File: src/rtl/line_decay_pkg.sv
package line_decay_pkg;

    typedef enum logic {
        POL_HISTORY = 1'b0,
        POL_SWEEP   = 1'b1
    } decay_policy_e;

    localparam int unsigned AGE_W = 2;
    localparam logic [AGE_W-1:0] AGE_MAX = 2'd3;

    typedef struct packed {
        logic [AGE_W-1:0] age;
        logic             asleep;
    } line_state_t;

    // saturating increment of a line age
    function automatic logic [AGE_W-1:0] age_step(input logic [AGE_W-1:0] a);
        return (a == AGE_MAX) ? a : a + 2'd1;
    endfunction

endpackage

File: src/rtl/decay_tick_gen.sv
module decay_tick_gen
    import line_decay_pkg::*;
#(
    parameter int unsigned IW = 16
) (
    input  logic          clk,
    input  logic          rst,
    input  logic [IW-1:0] interval_i,
    output logic          tick_o,
    output logic          sweep_o
);
    localparam int unsigned QW = IW - 2;
    localparam logic [QW-1:0] Q_ONE = QW'(1);

    logic [IW-1:0] iv_q;
    logic [QW-1:0] phase_q;
    logic [QW-1:0] phase_last;
    logic [QW-1:0] quarter;
    logic [1:0]    epoch_q;
    logic          changed;

    always_comb begin
        quarter    = interval_i[IW-1:2];
        phase_last = (quarter == '0) ? '0 : quarter - Q_ONE;
        changed    = (interval_i != iv_q);
        tick_o     = !changed && (phase_q == phase_last);
        sweep_o    = tick_o && (epoch_q == 2'd3);
    end

    always_ff @(posedge clk) begin
        if (rst) begin
            iv_q    <= interval_i;
            phase_q <= '0;
            epoch_q <= 2'd0;
        end else begin
            iv_q <= interval_i;
            if (changed) begin
                phase_q <= '0;
                epoch_q <= 2'd0;
            end else if (tick_o) begin
                phase_q <= '0;
                epoch_q <= epoch_q + 2'd1;
            end else begin
                phase_q <= phase_q + Q_ONE;
            end
        end
    end

    // the counter restarts from zero after a tick
    a_r1_wrap_after_tick: assert property (@(posedge clk) disable iff (rst)
        tick_o |=> (phase_q == '0));
    // between ticks the counter steps by one
    a_r1_count_up: assert property (@(posedge clk) disable iff (rst)
        (!changed && !tick_o) |=> (phase_q == $past(phase_q) + Q_ONE));
    // an interval change restarts phase and epoch
    a_r6_restart_on_change: assert property (@(posedge clk) disable iff (rst)
        changed |=> (phase_q == '0 && epoch_q == 2'd0));
    // a sweep closes an epoch of four ticks
    a_r4_epoch_closes: assert property (@(posedge clk) disable iff (rst)
        sweep_o |=> (epoch_q == 2'd0));

endmodule

File: src/rtl/decay_line.sv
module decay_line
    import line_decay_pkg::*;
(
    input  logic          clk,
    input  logic          rst,
    input  decay_policy_e policy_i,
    input  logic          tick_i,
    input  logic          sweep_i,
    input  logic          access_i,
    output logic          asleep_o,
    output logic          wake_o
);
    line_state_t      st_q, st_d;
    logic [AGE_W-1:0] age_nxt;

    always_comb begin
        st_d    = st_q;
        age_nxt = age_step(st_q.age);
        if (access_i) begin
            st_d.age    = '0;
            st_d.asleep = 1'b0;
        end else if (tick_i) begin
            st_d.age = age_nxt;
            if (policy_i == POL_HISTORY && age_nxt == AGE_MAX) st_d.asleep = 1'b1;
            if (policy_i == POL_SWEEP && sweep_i)              st_d.asleep = 1'b1;
        end
    end

    always_ff @(posedge clk) begin
        if (rst) st_q <= '{age: '0, asleep: 1'b0};
        else     st_q <= st_d;
    end

    assign asleep_o = st_q.asleep;
    assign wake_o   = access_i & st_q.asleep;

    // an access clears age and standby at the next edge
    a_r5_access_clears: assert property (@(posedge clk) disable iff (rst)
        access_i |=> (st_q.age == '0 && !asleep_o));
    // a saturated age does not wrap
    a_r2_no_wrap: assert property (@(posedge clk) disable iff (rst)
        (st_q.age == AGE_MAX && !access_i) |=> (st_q.age == AGE_MAX));
    // without tick or access the age holds
    a_r2_hold_between_ticks: assert property (@(posedge clk) disable iff (rst)
        (!access_i && !tick_i) |=> $stable(st_q.age));
    // standby only ever begins on a tick
    a_r3_sleep_on_tick: assert property (@(posedge clk) disable iff (rst)
        $rose(asleep_o) |-> $past(tick_i));

endmodule

File: src/rtl/line_decay_ctrl.sv
module line_decay_ctrl
    import line_decay_pkg::*;
#(
    parameter int unsigned N  = 64,
    parameter int unsigned IW = 16
) (
    input  logic          clk,
    input  logic          rst,
    input  logic          policy_i,
    input  logic [IW-1:0] interval_i,
    input  logic [N-1:0]  access_i,
    output logic [N-1:0]  data_sleep_o,
    output logic [N-1:0]  tag_sleep_o,
    output logic [N-1:0]  wake_req_o
);
    logic          tick;
    logic          sweep;
    decay_policy_e pol;
    logic [N-1:0]  asleep;

    assign pol = decay_policy_e'(policy_i);

    decay_tick_gen #(.IW(IW)) u_tick (
        .clk        (clk),
        .rst        (rst),
        .interval_i (interval_i),
        .tick_o     (tick),
        .sweep_o    (sweep)
    );

    for (genvar i = 0; i < N; i++) begin : g_line
        decay_line u_line (
            .clk      (clk),
            .rst      (rst),
            .policy_i (pol),
            .tick_i   (tick),
            .sweep_i  (sweep),
            .access_i (access_i[i]),
            .asleep_o (asleep[i]),
            .wake_o   (wake_req_o[i])
        );
    end

    // data and tags share one standby decision per line
    assign data_sleep_o = asleep;
    assign tag_sleep_o  = asleep;

    // reset leaves every line active
    a_r7_reset_clears: assert property (@(posedge clk)
        rst |=> (data_sleep_o == '0));
    // a wake request always comes with an access
    a_r5_wake_needs_access: assert property (@(posedge clk) disable iff (rst)
        (wake_req_o & ~access_i) == '0);

endmodule

File: config.mk
export PLATFORM = sky130hd
export DESIGN_NAME = line_decay_ctrl
export DESIGN_NICKNAME = d
export VERILOG_FILES = /design/src/rtl/line_decay_pkg.sv /design/src/rtl/decay_tick_gen.sv /design/src/rtl/decay_line.sv /design/src/rtl/line_decay_ctrl.sv
export SDC_FILE = /design/constraint.sdc
export NUM_CORES = 1
export LEC_CHECK = 0
export BUFFER_PORTS_ARGS = -buffer_cell sky130_fd_sc_hd__buf_2
export CAP_MARGIN = 10
export CORE_MARGIN = 2
export CORE_UTILIZATION = 56
export CTS_BUF_LIST = sky130_fd_sc_hd__clkbuf_2 sky130_fd_sc_hd__clkbuf_4 sky130_fd_sc_hd__clkbuf_8
export DETAILED_ROUTE_END_ITERATION = 8
export PLACE_DENSITY = 0.9
export REMOVE_ABC_BUFFERS = 1
export SLEW_MARGIN = 20
export SYNTH_ARGS = -nofsm -noshare
export SYNTH_HDL_FRONTEND = slang
export SYNTH_SLANG_ARGS = --single-unit
File: constraint.sdc
create_clock -name clk -period 4 [get_ports clk]
set_clock_uncertainty 0.2 [all_clocks]
set_input_delay 0.2 -clock clk [delete_from_list [all_inputs] [get_ports clk]]
set_output_delay 0.2 -clock clk [all_outputs]
set_load 0.1 [all_outputs]
==> flow_summary.json <==
{
  "holdPathEnd": "u_tick.iv_q[0]",
  "cts_root_buf": "clkbuf_8",
  "fin_crit_sh": 0.962,
  "cp.depth": 12,
  "drive_gt1_frac": 0.237,
  "core.rowCount": 51,
  "worstSetupPathType": "input pin to flip-flop",
  "tightestPinTransition_ns": 1.11,
  "cts_setup_buffers": 0,
  "overflow": 0,
  "remaining_drc_errors": 0,
  "period_needed_ns": 3.85,
  "holdPathStages": 2,
  "cpMostUsedCell": "or4_1",
  "path_buf_inv": 3,
  "grt_max_degree": 60,
  "fin_nets": 1618,
  "clkSlewWorstSetupHoldPaths_ns": 0.06,
  "power_switching_share": 0.229,
  "final_max_slew_viol_count": 0,
  "tns_ns": 0,
  "intPower_w": 0.00360,
  "yosysUniqueCellTypes": 51,
  "clockBufferDepth": 3,
  "syn2layout_area_growth_pct": 15.8,
  "rsz0062_at_grt": "false",
  "syn_inst": 1377,
  "status": "finished, final reports clean",
  "comb_power_share": 0.062,
  "synth_top_area_share": 0.401,
  "ant_nets": 0,
  "drt_pass1_iterations": 5,
  "synth_edf_count": 0,
  "ir_drop_v": 0.000327,
  "cts_buffers": 39,
  "wl_um": 29700,
  "clk_latency_ns": 0.53,
  "timing.rr.start": "u_tick.iv_q[2]",
  "final_area_mm2": 0.0129,
  "critPathArrivalTime_ns": 4.05,
  "reg2reg_depth": 8,
  "utilization": 0.663,
  "path_max_fanout": 16,
  "track_usage": 0.262,
  "cp_top_family": "simple AND/OR/NAND/NOR gates",
  "cts_max_level": 2,
  "ys_seq_area_frac": 0.401,
  "max_cap_viol_count": 0,
  "detailed_place.area_mm2": 0.0113,
  "start_util": 0.573,
  "p_leak_nw": 5.32,
  "max_freq_ghz": 0.260,
  "ios": 275,
  "rrSetupSlack_ns": 0.66,
  "die_x_um": 145,
  "hold_start": "interval_i[0]",
  "async_flop_share": 0,
  "gp_congestion": 0.867,
  "avgViaCountPerCell": 5.59,
  "hpwl_um": 17600,
  "critical_path_required_ns": 4.21,
  "cp-start-kind": "input pin",
  "vias": 10200,
  "yosysTopAreaCell": "dfxtp_1",
  "avgSynthCellArea_um2": 8.12,
  "core_mm2": 0.0195,
  "antenna_found_initial": 1,
  "synth_area_mm2": 0.0112,
  "cts_tree": "done",
  "power_density_mw_per_mm2": 361,
  "die_area_mm2": 0.0211,
  "p_sw_w": 0.00107,
  "final_common_cell": "buf_2",
  "yosys_most_used_dff": "dfxtp_1",
  "power.share.clock": 0.457,
  "ys_ff_latch": 224,
  "fin_cells": 1817,
  "final_cell_mix": "274 x buf_2, 224 x dfxtp_1, 137 x nand2_1, 125 x inv_1, 124 x a21oi_1",
  "max_slew_margin": 0.257,
  "cp_slowest_stage_delay_ns": 0.69,
  "grt_pass1_vias": 9852,
  "drt_iter0_markers": 670,
  "hp-class": "input pin to flip-flop",
  "fp.dieH_um": 145,
  "clock_sinks": 224,
  "holdWs_ns": 0.154,
  "hold_viol_final": 0,
  "crit_path_end_kind": "flip-flop",
  "cp_slowest_cell": "or4_4",
  "yosys-top-cells-area": "dfxtp_1 40%, buf_4 13%, a21oi_1 5.5%",
  "dp.cells": 1675,
  "finalSetupViolations": 0,
  "wl_per_cell_um": 16.3,
  "yosys_warnings": 0,
  "timing.rr.end": "g_line[42].u_line.st_q[1]",
  "grt_pass1_wl_um": 46800,
  "seq_power_share": 0.481,
  "path_cells": "dlygate4sd3_1 -> buf_2 -> inv_1 -> ha_1 -> or3b_1 -> or4_1 -> a21oi_1 -> a2bb2oi_1 -> o32a_1 -> or4_4 -> or4_1 -> o211a_1",
  "place.port_buffers": 274
}
## per-stage QoR
stage / power, W / worst slack (ns)
after global placement: 0.00250 / 0.283
after global routing: 0.00482 / 0.0154
after detailed placement: 0.00251 / 0.191
after CTS: 0.00469 / 0.183
final: 0.00467 / 0.154
after floorplan: 0.00240 / -2.57
## worst register-to-register path: stages, from the launching register on
cell and delay (ns):
dfxtp_1 0.31, xnor2_1 0.24, nand4_1 0.13, nor4_1 0.57, o21ai_0 0.28, nand4b_1 0.29
or4_4 0.57, or4_1 0.51, o211a_1 0.12
## power groups by stage
stage               clock (W)  combinational, W  sequential [W]
detailed placement          0          0.000215         0.00229
global route          0.00226          0.000314         0.00224
CTS                   0.00217          0.000277         0.00224
floorplan                   0          0.000106         0.00229
global placement            0          0.000210         0.00229
finish                0.00214          0.000291         0.00224
## registers in the layout, summed over array words and instances, names as in the netlist
name and flops:
u_tick.epoch_q 2, u_tick.iv_q 16, u_tick.phase_q 14, g_line.u_line.st_q 128, g_line.u_line.asleep_o 64
## worst max-delay path by stage
stage,slack [ns],to,start
floorplan,-2.57,g_line[18].u_line.asleep_o,interval_i[2]
global placement,0.28,g_line[17].u_line.st_q[1],interval_i[2]
detailed placement,0.19,g_line[42].u_line.st_q[1],interval_i[2]
CTS,0.18,g_line[0].u_line.st_q[1],interval_i[2]
global route,0.02,g_line[48].u_line.st_q[1],interval_i[2]
finish,0.15,g_line[42].u_line.st_q[1],interval_i[2]
## area by class of cell
class / instances / area [um2]
antenna: 1 / 2.50
clock buffer: 55 / 694
clock inverter: 5 / 81.3
fill: 1470 / 6580
inverter: 126 / 473
multi-input combinational: 768 / 4550
sequential: 224 / 4480
tap: 265 / 332
timing repair buffer: 373 / 2330
## cells by family (layout without fill, tap and decap cells)
family                     after synthesis  count (layout)  share of synthesized area
DFF                                    224             224                      0.401
buffers and inverters                  386             559                      0.196
AOI/OAI and AO/OA                      343             343                      0.202
adders and majority gates                3               3                    0.00336
and+or+nand+nor                        383             384                      0.165
other                                    0               1                          0
xor gates and xnor gates                38              38                     0.0324
## timing repair
| item | CTS | global route |
|---|---|---|
| resized for setup | 0 | 2 |
| endpoints found under the setup margin | 0 | 11 |
| hold buffers | 80 | 0 |
| endpoints found under the hold margin | 208 | 0 |
## metal layers
layer,vias to the layer above,part of all wire,track usage
met3,89,0.069,0.0434
met1,4763,0.40,0.305
li1,4812,-,-
met2,491,0.50,0.471
met5,-,0,0
met4,0,0.032,0.118
## cell usage after synthesis (all sizes together), types with 2 or more instances
master / count
o41ai: 2
xor3: 2
nand3: 11
ha: 3
nand2b: 2
o31ai: 55
xor2: 10
clkbuf: 48
o21ai: 21
o211ai: 3
nand2: 138
o21a: 13
nor2: 90
a21oi: 124
nand4: 11
or3: 7
and2: 66
o22ai: 50
nor4: 6
inv: 126
or2: 4
nand4b: 2
buf: 212
and3: 3
o211a: 13
a311oi: 50
dfxtp: 224
xnor2: 26
and4b: 2
a211oi: 2
a21o: 2
or4: 19
nor3: 19
Note: power is estimated with default switching activity, not from simulation.
